### src/rtl/pss_pkg.sv
package pss_pkg;
  typedef enum logic [2:0] {
    PH_VERSION, PH_OWNID, PH_SHM, PH_PEERS, PH_SETUP, PH_RUN, PH_CLOSED
  } phase_t;

  typedef struct packed {
    logic setOwn;
    logic setShm;
    logic addRx;
    logic peerAdd;
    logic peerDrop;
  } strobes_t;
endpackage

### src/rtl/pssPeerTable.sv
module pssPeerTable
  import pss_pkg::*;
#(
  parameter int PEER_SLOTS = 4,
  parameter int NUM_VECS   = 4,
  localparam int VEC_W     = $clog2(NUM_VECS + 1)
) (
  input  logic             clk,
  input  logic             rstN,
  input  strobes_t         strobes,
  input  logic [15:0]      msgId,
  input  logic [15:0]      queryId,
  output logic [15:0]      ownId,
  output logic             ownIdValid,
  output logic             shmReady,
  output logic [VEC_W-1:0] rxVecs,
  output logic             msgIsOwn,
  output logic             msgHit,
  output logic             tableFull,
  output logic             queryHit,
  output logic [VEC_W-1:0] queryVecs
);
  localparam logic [VEC_W-1:0] VEC_MAX = VEC_W'(NUM_VECS);

  logic [15:0]      slotId    [PEER_SLOTS];
  logic [VEC_W-1:0] slotVecs  [PEER_SLOTS];
  logic [PEER_SLOTS-1:0] slotValid;
  logic [PEER_SLOTS-1:0] matchVec;
  logic [PEER_SLOTS-1:0] freeOneHot;

  genvar g;
  generate
    for (g = 0; g < PEER_SLOTS; g++) begin : gMatch
      assign matchVec[g] = slotValid[g] && (slotId[g] == msgId);
    end
  endgenerate

  always_comb begin
    freeOneHot = '0;
    for (int i = PEER_SLOTS - 1; i >= 0; i--) begin
      if (!slotValid[i]) freeOneHot = PEER_SLOTS'(1) << i;
    end
  end

  assign msgHit    = |matchVec;
  assign tableFull = &slotValid;
  assign msgIsOwn  = ownIdValid && (msgId == ownId);

  always_comb begin
    queryHit  = 1'b0;
    queryVecs = '0;
    for (int i = 0; i < PEER_SLOTS; i++) begin
      if (slotValid[i] && slotId[i] == queryId) begin
        queryHit  = 1'b1;
        queryVecs = slotVecs[i];
      end
    end
  end

  always_ff @(posedge clk) begin
    if (!rstN) begin
      ownId      <= '0;
      ownIdValid <= 1'b0;
      shmReady   <= 1'b0;
      rxVecs     <= '0;
    end else begin
      if (strobes.setOwn) begin
        ownId      <= msgId;
        ownIdValid <= 1'b1;
      end
      if (strobes.setShm) shmReady <= 1'b1;
      if (strobes.addRx && rxVecs < VEC_MAX) rxVecs <= rxVecs + 1'b1;
    end
  end

  generate
    for (g = 0; g < PEER_SLOTS; g++) begin : gSlot
      always_ff @(posedge clk) begin
        if (!rstN) begin
          slotValid[g] <= 1'b0;
          slotId[g]    <= '0;
          slotVecs[g]  <= '0;
        end else if (strobes.peerAdd) begin
          if (matchVec[g]) begin
            if (slotVecs[g] < VEC_MAX) slotVecs[g] <= slotVecs[g] + 1'b1;
          end else if (!msgHit && freeOneHot[g]) begin
            slotValid[g] <= 1'b1;
            slotId[g]    <= msgId;
            slotVecs[g]  <= VEC_W'(1);
          end
        end else if (strobes.peerDrop && matchVec[g]) begin
          slotValid[g] <= 1'b0;
          slotVecs[g]  <= '0;
        end
      end
    end
  endgenerate

  AST_RX_BOUND: assert property (@(posedge clk) disable iff (!rstN)
    rxVecs <= VEC_MAX);
  AST_UNIQUE_MATCH: assert property (@(posedge clk) disable iff (!rstN)
    $onehot0(matchVec));
  AST_DROP_CLEARS: assert property (@(posedge clk) disable iff (!rstN)
    strobes.peerDrop |=> !msgHit || !$stable(msgId));
endmodule

### src/rtl/pssCtrl.sv
module pssCtrl
  import pss_pkg::*;
(
  input  logic        clk,
  input  logic        rstN,
  input  logic        msgValid,
  output logic        msgReady,
  input  logic [63:0] msgData,
  input  logic        msgHasHandle,
  input  logic        msgIsOwn,
  input  logic        msgHit,
  input  logic        tableFull,
  output strobes_t    strobes,
  output logic        setupDone,
  output logic        sessionClosed
);
  phase_t phase, phaseNext;
  logic   fire, inRange, fault, runMsg, doneSet;

  assign msgReady      = (phase != PH_CLOSED);
  assign sessionClosed = (phase == PH_CLOSED);
  assign fire          = msgValid && msgReady;
  assign inRange       = (msgData[63:16] == '0);

  always_comb begin
    phaseNext = phase;
    strobes   = '0;
    fault     = 1'b0;
    runMsg    = 1'b0;
    doneSet   = 1'b0;
    if (fire) begin
      unique case (phase)
        PH_VERSION: if (msgData == '0) phaseNext = PH_OWNID; else fault = 1'b1;
        PH_OWNID: begin
          if (inRange) begin
            strobes.setOwn = 1'b1;
            phaseNext      = PH_SHM;
          end else fault = 1'b1;
        end
        PH_SHM: begin
          if (msgHasHandle && (&msgData)) begin
            strobes.setShm = 1'b1;
            phaseNext      = PH_PEERS;
          end else fault = 1'b1;
        end
        PH_PEERS: begin
          if (!msgHasHandle || !inRange) fault = 1'b1;
          else if (msgIsOwn) begin
            strobes.addRx = 1'b1;
            phaseNext     = PH_SETUP;
          end else if (!msgHit && tableFull) fault = 1'b1;
          else strobes.peerAdd = 1'b1;
        end
        PH_SETUP: begin
          if (msgHasHandle && inRange && msgIsOwn) strobes.addRx = 1'b1;
          else begin
            doneSet   = 1'b1;
            phaseNext = PH_RUN;
            runMsg    = 1'b1;
          end
        end
        PH_RUN:   runMsg = 1'b1;
        default:  ;
      endcase
      if (runMsg) begin
        if (!inRange || msgIsOwn) fault = 1'b1;
        else if (msgHasHandle) begin
          if (!msgHit && tableFull) fault = 1'b1;
          else strobes.peerAdd = 1'b1;
        end else strobes.peerDrop = msgHit;
      end
      if (fault) begin
        strobes   = '0;
        phaseNext = PH_CLOSED;
      end
    end
  end

  always_ff @(posedge clk) begin
    if (!rstN) begin
      phase     <= PH_VERSION;
      setupDone <= 1'b0;
    end else begin
      phase <= phaseNext;
      if (doneSet) setupDone <= 1'b1;
    end
  end

  AST_CLOSED_STICKY: assert property (@(posedge clk) disable iff (!rstN)
    sessionClosed |=> sessionClosed && !msgReady);
  AST_QUIET_CLOSED: assert property (@(posedge clk) disable iff (!rstN)
    sessionClosed |-> strobes == '0);
  AST_DONE_HOLDS: assert property (@(posedge clk) disable iff (!rstN)
    setupDone |=> setupDone);
endmodule

### src/rtl/peerSetupSeq.sv
module peerSetupSeq
  import pss_pkg::*;
#(
  parameter int PEER_SLOTS = 4,
  parameter int NUM_VECS   = 4,
  localparam int VEC_W     = $clog2(NUM_VECS + 1)
) (
  input  logic             clk,
  input  logic             rstN,
  input  logic             msgValid,
  output logic             msgReady,
  input  logic [63:0]      msgData,
  input  logic             msgHasHandle,
  output logic [15:0]      ownId,
  output logic             ownIdValid,
  output logic             shmReady,
  output logic [VEC_W-1:0] rxVecs,
  output logic             setupDone,
  output logic             sessionClosed,
  input  logic [15:0]      queryId,
  output logic             queryHit,
  output logic [VEC_W-1:0] queryVecs
);
  strobes_t strobes;
  logic     msgIsOwn, msgHit, tableFull;

  pssCtrl ctrl_i (
    .clk, .rstN, .msgValid, .msgReady, .msgData, .msgHasHandle,
    .msgIsOwn, .msgHit, .tableFull, .strobes, .setupDone, .sessionClosed
  );

  pssPeerTable #(.PEER_SLOTS(PEER_SLOTS), .NUM_VECS(NUM_VECS)) table_i (
    .clk, .rstN, .strobes, .msgId(msgData[15:0]), .queryId,
    .ownId, .ownIdValid, .shmReady, .rxVecs, .msgIsOwn, .msgHit,
    .tableFull, .queryHit, .queryVecs
  );

  AST_DONE_AFTER_SHM: assert property (@(posedge clk) disable iff (!rstN)
    setupDone |-> shmReady && ownIdValid && rxVecs != '0);
  AST_SHM_AFTER_ID: assert property (@(posedge clk) disable iff (!rstN)
    shmReady |-> ownIdValid);
endmodule

### config.mk
export PLATFORM = sky130hd
export DESIGN_NAME = peerSetupSeq
export DESIGN_NICKNAME = d
export VERILOG_FILES = /design/src/rtl/pss_pkg.sv /design/src/rtl/pssPeerTable.sv /design/src/rtl/pssCtrl.sv /design/src/rtl/peerSetupSeq.sv
export SDC_FILE = /design/constraint.sdc
export NUM_CORES = 1
export LEC_CHECK = 0
export BUFFER_PORTS_ARGS = -buffer_cell sky130_fd_sc_hd__buf_2
export CAP_MARGIN = 20
export CELL_PAD_IN_SITES_DETAIL_PLACEMENT = 1
export CELL_PAD_IN_SITES_GLOBAL_PLACEMENT = 1
export CORE_MARGIN = 4
export CORE_UTILIZATION = 48
export DETAILED_ROUTE_END_ITERATION = 12
export PLACE_DENSITY = 0.82
export SLEW_MARGIN = 20
export SYNTH_ARGS = -nofsm -noshare
export SYNTH_HDL_FRONTEND = slang
export SYNTH_HIERARCHICAL = 1
export SYNTH_SLANG_ARGS = --single-unit
### constraint.sdc
create_clock -name clk -period 23 [get_ports clk]
set_input_delay 6.9 -clock clk [delete_from_list [all_inputs] [get_ports clk]]
set_output_delay 6.9 -clock clk [all_outputs]
set_load 0.01 [all_outputs]
### Word-level counts from Yosys, hierarchy flattened

Memories as Yosys holds them, arrays and structs flattened.
Index checks and enable logic that the tools add are counted.

* ROM bits: 0
* register bits after elaboration: 29
* bits of input ports: 84
* bits in writable memories: 76
* word-level logic and storage cells: 256
* bits in latches: 0
* memories kept: 2
* output and inout port bits: 28

* mux-type cells: 144
* multipliers: 0
* add/subtract/negate cells: 5
* bitwise operators: 16
* $lt $le $gt $ge: 5
* reduce and logical (&&, ||, !) cells: 44
* shift-type cells: 0
* divide/modulo/power cells: 0
* eq/ne operators: 30

Memory list
* table_i.slotId: depth 4, width 16, read ports 4, clocked after Yosys merged registers in 0, wr ports 4, RTL line pssPeerTable.sv:25 `logic [15:0] slotId [PEER_SLOTS];`
* table_i.slotVecs: depth 4, width 3, read ports 4, clocked after Yosys merged registers in 0, wr ports 4, RTL line pssPeerTable.sv:26 `logic [VEC_W-1:0] slotVecs [PEER_SLOTS];`

Operator list (number)
* == test 16 bit: 9
* two-way mux 1 bit: 104
* two-way mux 3 bit: 23
* logical NOT 64 bit: 1
* two-way mux 16 bit: 4
* AND reduction 64 bit: 1
* logical NOT 48 bit: 1
* logical AND 1 bit: 23
* two-way mux 4 bit: 4
* OR 1 bit: 16
* adder 3 x 1 -> 3 bit, second input constant: 5
* < comparator 3 bit, second input constant: 5
* case mux 3 bit (5 select lines): 1
* inequality test 3 x 1 -> 1 bit, second input constant: 4
* AND reduction 3 bit: 4
* two-way mux 5 bit: 2
* == test 3 bit, second input constant: 3
* inequality test 3 bit, second input constant: 3
* inequality test 2 x 1 -> 1 bit, second input constant: 4
* inequality test 2 bit, second input constant: 4
* AND reduction 8 bit: 1
* nonzero test 2 bit: 4
* == test 3 x 2 -> 1 bit, second input constant: 2
* two-way mux 2 bit: 3
* 9 further kinds: 13

### Longest topological paths before layout

* word-level depth: 22
* depth in mapped cells: 17

### By module

The synthesis kept the hierarchy.

By module, submodules not included
* pssPeerTable: area an instance 5965.7 µm², times used 1, cells an instance 552, sequential area each 2782.7 µm²
* pssCtrl: area an instance 770.7 µm², times used 1, cells an instance 111, sequential area each 80.1 µm²

### Least setup slack after synthesis

OpenSTA, ideal clock, no wires.

* kind: in2out
* start: input port queryId[3]
* end: output port queryVecs[0]
* data required time: 16.100 ns
* cell stages on the path: 6
* arrival time: 8.488 ns
* slack: 7.612 ns
* path through: xor2_1 > nor4_1 > nand4_1 > nor4_1 > o21bai_1 > a2bb2oi_1

* word-level cells in the longest chain between the ends: 6
* elaborated cells between the ends (all ways): 12
* classes of those cells: eq/ne (4); mux (4); reduce/logical (4)

RTL lines
* start: declaration: RTL line peerSetupSeq.sv:20 `input logic [15:0] queryId,`
* == test 16 bit: RTL line pssPeerTable.sv:53 `if (slotValid[i] && slotId[i] == queryId) begin`
* logical AND 1 bit: RTL line pssPeerTable.sv:53
* two-way mux 3 bit (3 in a row): RTL line pssPeerTable.sv:53
* two-way mux 3 bit (*): RTL line pssPeerTable.sv:53
* end: declaration: RTL line peerSetupSeq.sv:22 `output logic [VEC_W-1:0] queryVecs`

Every way passes the cells marked *; elsewhere a longest branch is shown, timed or not.

### Worst setup path in the final report

* start: input port queryId[6]
* end: output port queryVecs[1]

Same word-level chain as after synthesis.

==> flow_summary_export.csv <==
group,metric,value,unit
yosys,synth_top_family_by_area,"simple AND/OR/NAND/NOR gates",
grt,track_usage,28.50,%
placed_design,port-buffer-count,111,
power,powerDensity,57.58,mW/mm^2
yosys,synth_compound_gate_area_share,6.724,%
yosys,synthMuxAreaShare,2.860,%
clocking,clk_pin_slew_worst_paths,0.07,ns
route,routed_wl,22.42,mm
critical_path,crit_type,"input port to primary output",
power,ir_drop,0.04066,mV
worst_hold_path,min_to,"table_i/shmReady",
grt,grt_pass1_wl,35.32,mm
placed_design,postPlaceCellArea,0.007415,mm^2
layout,final_area,0.007765,mm^2
critical_path,cp-end-kind,"primary output",
grt,grt-ovfl-total,0,
timing,clock.fmax,62.55,MHz
worst_hold_path,hold_path_depth,2,
yosys,yosys.area_share.simple,25.33,%
critical_path,start_kind,"input port",
floorplanning,dieArea,0.01599,mm^2
layout,fin_util,56.16,%
critical_path,cp.required,16.10,ns
floorplanning,die_x,126.5,um
timing,tightest_slew,0.9666,ns
critical_path,worstPathMaxFanout,4,
yosys,synth_xor_area_share,18.85,%
yosys,async_flop_share,0,%
clocking,cts_sinks,105,
route,drt-pass1-iter-count,4,
yosys,ys_seq_elements,105,
run_status,outcome,"finished, final reports clean",
critical_path,crit_slowest_cell,"or2_2",
timing,setup_violations,0,
critical_path,cpMostUsedCell,"buf_2",
critical_path,slowest_delay,0.38,ns
layout,diodes,0,
yosys,ys_warn_count,6,
floorplanning,coreArea,0.01383,mm^2
timing,hold_viol,0,
clocking,clock_latency,0.36,ns
layout,final_common_cell,"buf_2",
power,cellLeakagePower,0.002789,uW
timing,grt_setup_unrepaired,"no",
layout,final_cell_mix,"buf_2 (111), xnor2_1 (91), edfxtp_1 (76)",
clocking,cts_root_buf,"clkbuf_16",
yosys,syn_inst,663,
run,cap_viol_max_count,0,
placed_design,post-dp-hpwl,16.72,mm
yosys,netlist_area,0.006736,mm^2
route,viasPerCell,6.151,
layout,syn2layout_area_growth,15.27,%
yosys,seq_area_frac_synth,42.50,%
route,drt_iter0_markers,446,
layout,layout-drive-gt1-share,20.31,%
route,wl_per_cell,23.78,um
yosys,ys_types,63,
timing,fin_crit,15.99,ns
clocking,htreeDepth,3,
placed_design,finalWeightedCongestion,0.9594,
route,drc_errors,0,
critical_path,worstPathCellList,"buf_2, xor2_1, nor4_1, nand4_1, or2_2, o311a_1, o31ai_1, buf_2",
clocking,post-cts-setup-buffers,0,
yosys,synth_edf_count,76,
worst_hold_path,hp-start,"table_i/shmReady",
yosys,synth_fa_ha_area_share,0.9287,%
floorplanning,fp.dieH,126.5,um
clocking,cts_resized,0,
layout,nNetsFinal,847,
yosys,synth_ff_type,"edfxtp_1",
clocking,holdBufCountCts,0,
floorplanning,ioPinCount,112,
timing,whs,0.4865,ns
worst_hold_path,hold_class,"flip-flop to flip-flop",
grt,grt_pass1_vias,6360,
critical_path,r2r_cells,14,
timing,drv_slew,0,
route,antenna_left,0,
grt,grt_max_degree,27,
clocking,cts_tree,"built",
grt,antenna_found_initial,0,
floorplanning,rows,43,
clocking,cts-buffers-inserted,9,
critical_path,cp_data_arrival_time,9.09,ns
yosys,syn-num-nets,752,
timing,slew_headroom,34.96,%
timing,period_share,69.51,%
floorplanning,start_util,48.72,%
clocking,clock_path_buffers,2,
critical_path,r2r-start,"table_i/slotId[2][14]",
critical_path,regToRegEndpoint,"table_i/slotId[2][7]",
yosys,postSynthAreaPerCell,10.16,um^2
timing,fin_skew,0.01207,ns
critical_path,rrSetupSlack,17.38,ns
timing,tns,0,ns
route,vias,5800,
## stage by stage
| step | std cells | total power [uW] | setup slack, ns |
|---|---|---|---|
| after global placement | 927 | 280.7 | 7.041 |
| after CTS | 943 | 448.4 | 6.962 |
| after floorplan | 663 | 256.3 | 7.612 |
| final | 943 | 447.1 | 7.013 |
| after detailed placement | 927 | 283.1 | 6.932 |
| after global routing | 943 | 463.6 | 6.903 |
## flip-flops by register name (all words and copies together), names as in the netlist
signal and flops:
ctrl_i/phase 3, ctrl_i/setupDone 1, table_i/ownId 16, table_i/ownIdValid 1
table_i/rxVecs 3, table_i/shmReady 1, table_i/slotId 64, table_i/slotValid 4
table_i/slotVecs 12
## power breakdown
group          internal [uW]  leakage (uW)  total, uW  switching [uW]
combinational           23.9       0.00167       62.2            38.3
sequential               210      0.000956        219            8.59
clock                   84.7      0.000160        166            81.7
total                    319       0.00279        447             129
## final cells by class
class	instances	area, um^2
fill	1559	6062
multi-input combinational	514	3720
sequential	105	2863
timing repair buffer	113	570.5
clock buffer	10	250.2
tap	180	225.2
clock inverter	6	80.08
inverter	15	56.30
## per-layer routing
| layer | up-vias | global-route usage [%] | share of wire, % |
|---|---|---|---|
| li1 | 2603 | - | - |
| met1 | 2880 | 35.92 | 41 |
| met2 | 250 | 46.61 | 48 |
| met3 | 67 | 5.853 | 6.6 |
| met4 | 0 | 14.20 | 4.8 |
| met5 | - | 0 | 0 |
## critical path: cells and delay by family
kind	cells	cell delay (ns)
and+or+nand+nor	3	1.03
buffers and inverters	2	0.35
AOI/OAI and AO/OA	2	0.63
xor gates and xnor gates	1	0.18
## worst max path at each step
| stage | depth (start not counted) | endpoint | from | slack (ns) |
|---|---|---|---|---|
| after global routing | 8 | queryVecs[1] | queryId[6] | 6.90 |
| after global placement | 8 | queryVecs[2] | queryId[0] | 7.04 |
| after floorplan | 6 | queryVecs[0] | queryId[3] | 7.61 |
| after CTS | 8 | queryVecs[0] | queryId[3] | 6.96 |
| final | 8 | queryVecs[1] | queryId[6] | 7.01 |
| after detailed placement | 8 | queryVecs[0] | queryId[0] | 6.93 |
## cells in the mapped netlist, types with 2 or more instances
library cell  number  area share, %
nor4bb_1           2           0.30
nand2b_1           5           0.46
nor4_2             4           0.74
nor3b_1            3           0.33
or3b_2             2           0.26
mux2_2             2           0.33
o311a_1            2           0.30
nor4_1            35            3.3
nand4_1           48            4.5
mux2i_1           17            2.5
nor3_1            10           0.74
o22ai_1            2           0.19
or4_4              2           0.33
buf_2             16            1.2
edfxtp_1          76             34
nor2b_1            3           0.28
and4_1             6           0.78
and3_1             5           0.46
xor2_1            54            7.0
or3_1              3           0.28
nand3_1            7           0.52
ha_1               5           0.93
nand2_1           29            1.6
nor2_1            46            2.6
clkbuf_1          12           0.67
a311o_1            2           0.30
or2_2              5           0.46
o21bai_1           6           0.67
o21ai_0            9           0.67
a21o_1             5           0.56
xnor2_1           91             12
o211ai_1           2           0.22
and2_1            66            6.1
a31oi_1            5           0.46
o31ai_1            2           0.22
or4_1              2           0.22
inv_1             13           0.72
a2bb2oi_1          2           0.26
dfxtp_1           29            8.6
a21oi_1            5           0.37
## kinds of logic (layout without fill, tap and decap cells)
| group | Yosys count | after routing |
|---|---|---|
| and+or+nand+nor | 289 | 289 |
| xor gates and xnor gates | 145 | 145 |
| DFF | 105 | 105 |
| AOI/OAI and AO/OA | 56 | 56 |
| buffers and inverters | 44 | 144 |
| muxes | 19 | 19 |
| adders and majority gates | 5 | 5 |
Power figures use the tool's default switching activity.
